$ cat src/rtl/rti_pkg.sv
package rti_pkg;
  localparam int unsigned ADDR_W = 2;
  localparam int unsigned DATA_W = 8;

  localparam logic [ADDR_W-1:0] A_CTRL = 2'd0;
  localparam logic [ADDR_W-1:0] A_MASK = 2'd1;
  localparam logic [ADDR_W-1:0] A_FLAG = 2'd2;

  // Period in cycles for a given rate code
  function automatic int unsigned period_cycles(int unsigned base, int unsigned rate);
    return base << rate;
  endfunction
endpackage

$ cat src/rtl/rti_period_cnt.sv
module rti_period_cnt #(
  parameter int unsigned BASE_PERIOD = 8192,
  parameter int unsigned RATE_W      = 2,
  parameter int unsigned CNT_W       = 16
) (
  input  logic              clk,
  input  logic              rst_n,
  input  logic              load,
  input  logic [RATE_W-1:0] load_rate,
  input  logic [RATE_W-1:0] cur_rate,
  output logic [CNT_W-1:0]  cnt,
  output logic              tick
);
  import rti_pkg::*;

  function automatic logic [CNT_W-1:0] reload_of(logic [RATE_W-1:0] r);
    return CNT_W'(period_cycles(BASE_PERIOD, int'(r)) - 1);
  endfunction

  always_ff @(posedge clk or negedge rst_n) begin
    if (!rst_n)           cnt <= reload_of('0);
    else if (load)        cnt <= reload_of(load_rate);
    else if (cnt == '0)   cnt <= reload_of(cur_rate);
    else                  cnt <= cnt - CNT_W'(1);
  end

  // Boundary: counter exhausted and not overridden by a reload
  assign tick = (cnt == '0) && !load;
endmodule

$ cat src/rtl/rti_regs.sv
module rti_regs #(
  parameter int unsigned RATE_W = 2
) (
  input  logic                       clk,
  input  logic                       rst_n,
  input  logic                       wr_en,
  input  logic [rti_pkg::ADDR_W-1:0] wr_addr,
  input  logic [rti_pkg::DATA_W-1:0] wr_data,
  input  logic [rti_pkg::ADDR_W-1:0] rd_addr,
  input  logic                       tick,
  output logic [rti_pkg::DATA_W-1:0] rd_data,
  output logic [RATE_W-1:0]          rate,
  output logic                       en,
  output logic                       flag,
  output logic                       rate_wr,
  output logic                       clr_req
);
  import rti_pkg::*;

  assign rate_wr = wr_en && (wr_addr == A_CTRL);
  assign clr_req = wr_en && (wr_addr == A_FLAG) && wr_data[0];

  always_ff @(posedge clk or negedge rst_n) begin
    if (!rst_n) begin
      rate <= '0;
      en   <= 1'b0;
      flag <= 1'b0;
    end else begin
      if (rate_wr) rate <= wr_data[RATE_W-1:0];
      if (wr_en && (wr_addr == A_MASK)) en <= wr_data[0];
      if (tick)         flag <= 1'b1;   // set has priority
      else if (clr_req) flag <= 1'b0;
    end
  end

  always_comb begin
    rd_data = '0;
    case (rd_addr)
      A_CTRL:  rd_data[RATE_W-1:0] = rate;
      A_MASK:  rd_data[0] = en;
      A_FLAG:  rd_data[0] = flag;
      default: rd_data = '0;
    endcase
  end
endmodule

$ cat src/rtl/rti_gen.sv
module rti_gen #(
  parameter int unsigned BASE_PERIOD = 8192,
  parameter int unsigned RATE_W      = 2
) (
  input  logic       clk,
  input  logic       rst_n,
  input  logic       wr_en,
  input  logic [1:0] wr_addr,
  input  logic [7:0] wr_data,
  input  logic [1:0] rd_addr,
  output logic [7:0] rd_data,
  output logic       irq
);
  localparam int unsigned MAX_PERIOD = BASE_PERIOD << ((1 << RATE_W) - 1);
  localparam int unsigned CNT_W      = $clog2(MAX_PERIOD);

  logic [RATE_W-1:0] rate;
  logic              en;
  logic              flag;
  logic              rate_wr;
  logic              clr_req;
  logic              tick;
  logic [CNT_W-1:0]  cnt;

  rti_period_cnt #(
    .BASE_PERIOD(BASE_PERIOD), .RATE_W(RATE_W), .CNT_W(CNT_W)
  ) u_cnt (
    .clk(clk), .rst_n(rst_n), .load(rate_wr),
    .load_rate(wr_data[RATE_W-1:0]), .cur_rate(rate),
    .cnt(cnt), .tick(tick)
  );

  rti_regs #(.RATE_W(RATE_W)) u_regs (
    .clk(clk), .rst_n(rst_n), .wr_en(wr_en), .wr_addr(wr_addr),
    .wr_data(wr_data), .rd_addr(rd_addr), .tick(tick),
    .rd_data(rd_data), .rate(rate), .en(en), .flag(flag),
    .rate_wr(rate_wr), .clr_req(clr_req)
  );

  assign irq = flag & en;
endmodule

$ cat config.mk
export PLATFORM = sky130hd
export DESIGN_NAME = rti_gen
export DESIGN_NICKNAME = d
export VERILOG_FILES = /design/src/rtl/rti_pkg.sv /design/src/rtl/rti_period_cnt.sv /design/src/rtl/rti_regs.sv /design/src/rtl/rti_gen.sv
export SDC_FILE = /design/constraint.sdc
export NUM_CORES = 1
export LEC_CHECK = 0
export CORE_ASPECT_RATIO = 1.5
export CORE_MARGIN = 10
export CORE_UTILIZATION = 57
export DETAILED_ROUTE_END_ITERATION = 10
export DONT_BUFFER_PORTS = 1
export PLACE_DENSITY_LB_ADDON = 0.15
export SYNTH_ARGS = -nofsm -noshare
export SYNTH_HDL_FRONTEND = slang
export SYNTH_HIERARCHICAL = 1
export SYNTH_SLANG_ARGS = --single-unit
$ cat constraint.sdc
create_clock -name clk -period 2.4 [get_ports clk]
set_clock_uncertainty 0.1 [all_clocks]
set_input_delay 0.48 -clock clk [delete_from_list [all_inputs] [get_ports clk]]
set_output_delay 0.48 -clock clk [all_outputs]
set_load 0.02 [all_outputs]
Yosys cells after proc, flatten, opt, wreduce, memory -nomap -nowiden
Index checks and enable logic that the tools add are counted.

word-level totals
  register bits after elaboration = 20
  bits of input ports = 15
  output and inout bits = 9
  word-level logic and storage cells = 30

cells by class
  $add $sub $neg = 3
  equality and inequality tests = 4
  shift operators = 2
  mux-type cells = 6
  bitwise logic cells = 1
  reductions and logical operators = 10

operators with widths
  cell                                                                    count
  16-bit by 1-bit subtractor with 16-bit output (second input constant)   3
  16-bit two-way mux                                                      2
  14-bit by 2-bit left shift with 16-bit output (first input constant)    2
  16-bit logical NOT                                                      1
  1-bit logical AND                                                       5
  2-bit by 1-bit equality test with 1-bit output (second input constant)  2
  2-bit equality test (second input constant)                             2
  2-bit logical NOT                                                       2
  1-bit two-way mux                                                       3
  1-bit one-hot mux with 3 select lines                                   1
  2-bit nonzero test                                                      1
  1-bit AND                                                               1
  1-bit logical NOT                                                       1

Logic depth before layout (Yosys ltp)
Gate-level depths: netlist (run 1).

  depth after elaboration = 5
  mapped depth = 12
  depth with buffers taken out = 8

Modules after synthesis
Netlist (run 1), hierarchy kept.

by module, submodules not included
  module          times used  cells an instance  area an instance (um2)  sequential area each (um2)
  rti_period_cnt  1           104                980.9                   416.6
  rti_regs        1           23                 261.5                   100.1
  rti_gen         1           1                  6.3                     0.0

Worst setup path after synthesis (run 1)
Ideal clock, no wire load.

  path kind = input port to flip-flop
  start = in wr_addr[1]
  end = reg u_cnt.cnt[14]
  library setup time = 0.087 ns
  data arrival time = 2.632 ns
  slack = -0.418 ns
  stages on the path = 12
  buffers on the path = 4
  path through = nor3b_4 > buf_6 > clkbuf_1 > clkbuf_1 > nand2b_1 > ha_1 > buf_4 > and2b_1 > nand2_1 > o32a_1 > or3_1 > o211ai_1

between the ends
  cells in the longest elaborated chain, start to end = 3

RTL lines
  item                  RTL line              RTL
  from (decl)           rti_gen.sv:8          input logic [1:0] wr_addr,
  2-bit logical NOT     rti_regs.sv:20        assign rate_wr = wr_en && (wr_addr == A_CTRL);
  1-bit logical AND     rti_regs.sv:20
  16-bit two-way mux    rti_period_cnt.sv:22  else if (load) cnt <= reload_of(load_rate);
  to (signal assigned)  rti_period_cnt.sv:22
  to (signal assigned)  rti_period_cnt.sv:23  else if (cnt == '0) cnt <= reload_of(cur_rate);
  to (signal assigned)  rti_period_cnt.sv:24  else cnt <= cnt - CNT_W'(1);
  to (decl)             rti_period_cnt.sv:11  output logic [CNT_W-1:0] cnt,

No other way between the ends.
A chain may end at the register's enable or synchronous reset.

Worst setup path after layout (run 1)
  start = reg u_cnt.cnt[9]
  end = reg u_cnt.cnt[14]

between the ends
  cells in the longest elaborated chain, start to end = 3
  elaborated cells between the ends (all ways) = 4

RTL lines
  item                                                                                 RTL line                                    RTL
  from (signal assigned)                                                               rti_period_cnt.sv:21                        if (!rst_n) cnt <= reload_of('0);
  from (signal assigned)                                                               rti_period_cnt.sv:22
  from (signal assigned)                                                               rti_period_cnt.sv:23
  16-bit by 1-bit subtractor with 16-bit output or 16-bit logical NOT (tied branches)  rti_period_cnt.sv:24, rti_period_cnt.sv:23
  16-bit two-way mux *                                                                 rti_period_cnt.sv:23
  16-bit two-way mux *                                                                 rti_period_cnt.sv:22

Every way passes the cells marked *; elsewhere a longest branch is shown, timed or not.

==> flow_summary_export.csv, run 1 <==
group,metric,value,unit
cts,cts.repair.resized,0,
sta,period_minus_slack,2270,ps
sta,max_freq,440,MHz
sta,relSlewSlack,0.395,
power,pwr-share-seq,0.531,
logic_synthesis,synth-edff-count,0,
die,core-area,2050,um^2
power,powerDensity,821,nW/um^2
cts,clkTransAtPathRegs,120,ps
finish,nFillCells,186,
global_route,grt_pass1_wl,4150,um
global_route,antenna_found_initial,0,
finish,fin_cells,155,
die,start_util,0.609,
setup_path,cp.arrival,2410,ps
setup_path,end_kind,"flop",
status,outcome,"complete, no violations",
drt,drt_iter0_drc,18,
power,p_switching,0.369,mW
finish,syn2layout_area_growth,4.71,%
cts,cts_buffers,3,
logic_synthesis,ys_seq_area_frac,0.414,
die,die_area,4500,um^2
power,p_clk_frac,0.187,
sta,period_share,0.947,
cts,cts_tree,"yes",
finish,final_nets,150,
sta,rsz0062_at_grt,"false",
setup_path,start_kind,"flop",
drt,vias,921,
power,peakVddDrop,0.512,mV
die,rows,20,
logic_synthesis,ys.flop_type,"dfstp_2",
logic_synthesis,synth_commonest_cells,"dfstp_2, nor2_1, nand2b_1",
sta,hold_violations,0,
logic_synthesis,synth_area,1250,um^2
sta,setup_viol,0,
power,internal_power,0.704,mW
logic_synthesis,synth_area_leader_cell,"dfstp_2",
power,power.leakage,0.502,nW
placement,portBuffers,0,
drt,wl_per_cell,16.8,um
placement,routabilityCongestion,0.876,
drt,drt_first_pass_iters,4,
setup_path,cp_max_fo,4,
global_route,grt_usage,0.115,
global_route,first_global_vias,912,
drt,routed_wl,2600,um
min_path,holdCritPathClass,"in2reg",
setup_path,worstSetupPathType,"reg2reg",
placement,dpl_cell_area,1260,um^2
logic_synthesis,yosysUniqueCellTypes,42,
die,io_pins,24,
finish,drive_above_1_share,0.248,
cts,cts.sinks,20,
logic_synthesis,synth.most_common_cell,"dfstp_2",
power,combPwrFrac,0.282,
cts,cts_setup_buffers,0,
cts,cts_root_buf,"clkbuf_4",
drt,final_antenna_net_count,0,
setup_path,critPathRequiredTime,2530,ps
finish,multiInputGateArea,661,um^2
logic_synthesis,synth_seq_cells,20,
power,switching_share,0.344,
logic_synthesis,synthTopCellsByArea,"dfstp_2, dfrtp_1, buf_4",
cts,clk_latency,300,ps
sta,worst_slew_pin_slew,905,ps
placement,dp_slack,155,ps
logic_synthesis,yosysTopAreaCellShare,0.274,
die,die_h,77.3,um
drt,route.detailed.drc,0,
cts,clockBufferDepth,2,
cts,h-tree-depth,1,
logic_synthesis,yosysWarningCount,6,
finish,utilization,0.637,
job,cap_violations,0,
logic_synthesis,async_flop_share,1.00,
cts,postCtsHoldBufs,1,
setup_path,reg2reg_depth,5,
drt,vias_per_cell,5.94,
finish,antennaDiodeCount,0,
sta,timing.final.max_slew_violations,0,
global_route,grt_max_degree,21,
placement,hpwlAfterDp,1970,um
die,die_w,58.2,um
finish,design_area,1310,um^2
placement,dp.cells,150,
finish,regArea,517,um^2
global_route,gr-total-overflow,0,
logic_synthesis,syn_inst,128,
logic_synthesis,syn_avg_cell_area,9.76,um^2
sta,setup_ws,127,ps
sta,finalSetupTns,0,ps
min_path,hold_depth,1,
-- registers in the layout, summed over array words and instances, names as in the netlist --
name,flops
u_regs/flag,1
u_cnt/cnt,16
u_regs/en,1
u_regs/rate,2
-- routing by layer --
metal | part of all wire | GRT usage | up-vias | wire length [um]
li1 | - | - | 451 | -
met1 | 0.42 | 0.124 | 443 | 1080
met2 | 0.51 | 0.193 | 23 | 1330
met3 | 0.058 | 0.0329 | 4 | 151
met4 | 0.017 | 0.0637 | 0 | 43
met5 | 0 | 0 | - | 0
-- per-stage QoR --
stage / hold WS (ps) / power (mW)
after CTS: 214 / 1.07
after global routing: 206 / 1.14
final: 222 / 1.07
after detailed placement: 85.3 / 0.866
after global placement: 85.5 / 0.844
after floorplan: 84.4 / 0.796
-- final cells by class --
type,count,share of cell area
clock buffer,4,0.0278
timing repair buffer,6,0.0364
inverter,5,0.0144
sequential,20,0.395
tap,22,0.0211
multi-input combinational,98,0.505
-- cell usage in the layout, fill, tap and decap left out, types with 2 or more instances in the layout --
master	count
o21a_1	3
xor2_1	3
clkbuf_4	3
nand2_1	7
and2_1	2
a311oi_1	3
nor3_1	3
o21ai_0	6
buf_4	5
nor2b_1	3
a21oi_1	3
nor2_1	12
mux2i_1	2
or3_1	2
o21bai_1	2
inv_1	5
nand2b_1	8
dfrtp_1	7
xnor2_1	3
a211o_1	2
dfstp_2	13
nand3b_1	4
conb_1	6
mux2_2	3
nor4_1	5
-- logic make-up after synthesis --
| logic type | share of synthesized area |
|---|---|
| simple gates | 0.286 |
| compound gates | 0.130 |
| flops | 0.414 |
| buf+inv | 0.0721 |
| xor+xnor | 0.0421 |
| mux | 0.0431 |
| fa+ha+maj | 0.0100 |
| other cells | 0.00300 |
-- power groups by stage --
| stage | clock (mW) | sequential (mW) | combinational, mW |
|---|---|---|---|
| global placement | 0 | 0.568 | 0.276 |
| CTS | 0.204 | 0.570 | 0.301 |
| global route | 0.218 | 0.585 | 0.335 |
| finish | 0.201 | 0.570 | 0.302 |
| floorplan | 0 | 0.546 | 0.250 |
| detailed placement | 0 | 0.575 | 0.291 |
-- path summary, 6_finish.rpt --
kind	from	slack, ps	end
worst min register to register	u_cnt/cnt[0]	420	u_cnt/cnt[0]
worst max register to register	u_cnt/cnt[9]	130	u_cnt/cnt[14]
min in group asynchronous	rst_n	640	u_cnt/cnt[14]
worst max-delay path	u_cnt/cnt[9]	130	u_cnt/cnt[14]
max in group asynchronous	rst_n	1010	u_regs/en
worst min-delay path	wr_data[1]	220	u_regs/rate[1]
-- critical path, stage by stage, from the launching register on --
cell and delay, ps:
dfstp_2 410, or4_4 530, or3_4 380, o32a_1 380
or3_1 320, o211ai_1 80
Power figures use the tool's default switching activity.
==> inputs of run 2 (changes only) <==
- clock period: 2.4 -> 2.85 ns (I/O delays scaled with it)
==> run 2 against run 1 <==
  * Combinational power shrank 18%
  * Fmax shrank 1.8%
  * Routed wire length is 3.3% lower
  * Critical path depth stayed put
  * Largest cell class unchanged
  * Design area down 0.57%
  * Cell count shrank 0.65%
  * Worst hold slack gained 84 ps
  * Utilization shrank 0.37 points
  * Critical path type unchanged
==> flow_summary_export.csv, run 2 (synthesis results as in run 1) <==
group,metric,value,unit
status,outcome,"complete, no violations",
finish,final_common_cell,"dfstp_2",
global_route,globalRoute.busiestLayer,"met2",
die,die_h,77.3,um
global_route,first_global_vias,956,
power,combPwrFrac,0.278,
finish,nFillCells,186,
global_route,antenna_found_initial,0,
cts,cts_tree,"yes",
global_route,grt_use_met3,0.0280,
global_route,grt_pass1_wl,4230,um
global_route,use_met2,0.186,
power,p_clk_frac,0.187,
placement,hpwlAfterDp,1910,um
drt,route.detailed.drc,0,
cts,cts.sinks,20,
sta,rsz0062_at_grt,"false",
die,start_util,0.609,
finish,largest_register_ffs,16,
placement,portBuffers,0,
global_route,grtUsageMet1,0.131,
cts,clockBufferDepth,2,
cts,cts_setup_buffers,0,
die,die_area,4500,um^2
sta,setup_ws,536,ps
drt,vias_per_cell,6.11,
sta,hold_violations,0,
finish,multiInputGateArea,661,um^2
global_route,gr-total-overflow,0,
job,cap_violations,0,
cts,clk_latency,300,ps
finish,final_nets,149,
power,pwr-share-seq,0.535,
die,io_pins,24,
drt,drt_iter0_drc,49,
setup_path,start_kind,"flop",
sta,max_freq,432,MHz
cts,clkTransAtPathRegs,110,ps
finish,syn2layout_area_growth,4.11,%
placement,dp.cells,149,
cts,cts_root_buf,"clkbuf_4",
finish,fin_cells,154,
sta,finalSetupTns,0,ps
finish,design_area,1300,um^2
min_path,holdCritPathClass,"in2reg",
placement,routabilityCongestion,0.840,
setup_path,cp_max_fo,4,
drt,drt_first_pass_iters,4,
finish,mostFrequentLayoutCells,"dfstp_2, nor2_1, nand2b_1",
die,die_w,58.2,um
global_route,grt_usage,0.114,
finish,utilization,0.634,
sta,setup_viol,0,
finish,largest-register,"u_cnt/cnt",
sta,worst_slew_pin_slew,896,ps
power,total_power,0.894,mW
global_route,grt_max_degree,21,
power,powerDensity,687,nW/um^2
sta,period_minus_slack,2310,ps
placement,dpl_cell_area,1250,um^2
finish,regArea,517,um^2
cts,h-tree-depth,1,
finish,top_regs,"u_cnt/cnt x16, u_regs/rate x2",
cts,cts_buffers,3,
die,rows,20,
sta,period_share,0.812,
power,power.leakage,0.497,nW
power,peakVddDrop,0.536,mV
setup_path,end_kind,"flop",
sta,timing.final.max_slew_violations,0,
drt,final_antenna_net_count,0,
setup_path,worstSetupPathType,"reg2reg",
sta,hold-worst-slack,306,ps
finish,antennaDiodeCount,0,
finish,drive_above_1_share,0.242,
setup_path,critPathRequiredTime,2960,ps
power,p_switching,0.304,mW
cts,cts.repair.resized,0,
drt,wl_per_cell,16.3,um
power,internal_power,0.590,mW
setup_path,cp.arrival,2430,ps
placement,dp_slack,482,ps
power,switching_share,0.340,
drt,routed_wl,2510,um
drt,vias,941,
die,core-area,2050,um^2
sta,relSlewSlack,0.401,
-- run 2: changes by cell type in the layout (fill, tap and decap cells not counted), sizes merged --
cell	delta
buf	-1
-- run 2: critical path, cell delays in order, from the launching register on --
cell	delay, ps
dfstp_2	410
or4_4	530
or3_4	380
o32a_1	380
or3_1	310
o211ai_1	120
-- run 2: routing by layer --
layer	vias up	part of all wire
met5	-	0
met4	0	0.028
met3	8	0.061
met2	36	0.51
met1	448	0.40
li1	449	-
-- run 2: path summary, 6_finish.rpt --
| kind | from | endpoint | slack [ps] | cells after the start |
|---|---|---|---|---|
| max reg2reg | u_cnt/cnt[9] | u_cnt/cnt[14] | 540 | 5 |
| max in group asynchronous | rst_n | u_cnt/cnt[15] | 1380 | 1 |
| max | u_cnt/cnt[9] | u_cnt/cnt[14] | 540 | 5 |
| min in group asynchronous | rst_n | u_cnt/cnt[13] | 730 | 1 |
| min reg2reg | u_cnt/cnt[0] | u_cnt/cnt[0] | 410 | 1 |
| min | wr_data[0] | u_regs/rate[0] | 310 | 1 |
-- run 2: what timing repair did --
action	CTS	global route
hold endpoints to repair	20	0
hold buffers	1	0
setup endpoints to repair	0	0
-- run 2: final cells by class --
class | instances | share of cell area
Inverter | 5 | 0.0144
Multi-Input combinational cell | 98 | 0.508
Timing Repair Buffer | 5 | 0.0308
Clock buffer | 4 | 0.0279
Tap cell | 22 | 0.0212
Sequential cell | 20 | 0.397
-- run 2: power by group through the flow --
stage               clock [mW]  combinational [mW]  sequential (mW)
floorplan                    0               0.208            0.460
finish                   0.167               0.249            0.478
global placement             0               0.229            0.479
CTS                      0.172               0.248            0.478
detailed placement           0               0.240            0.484
global route             0.182               0.283            0.492
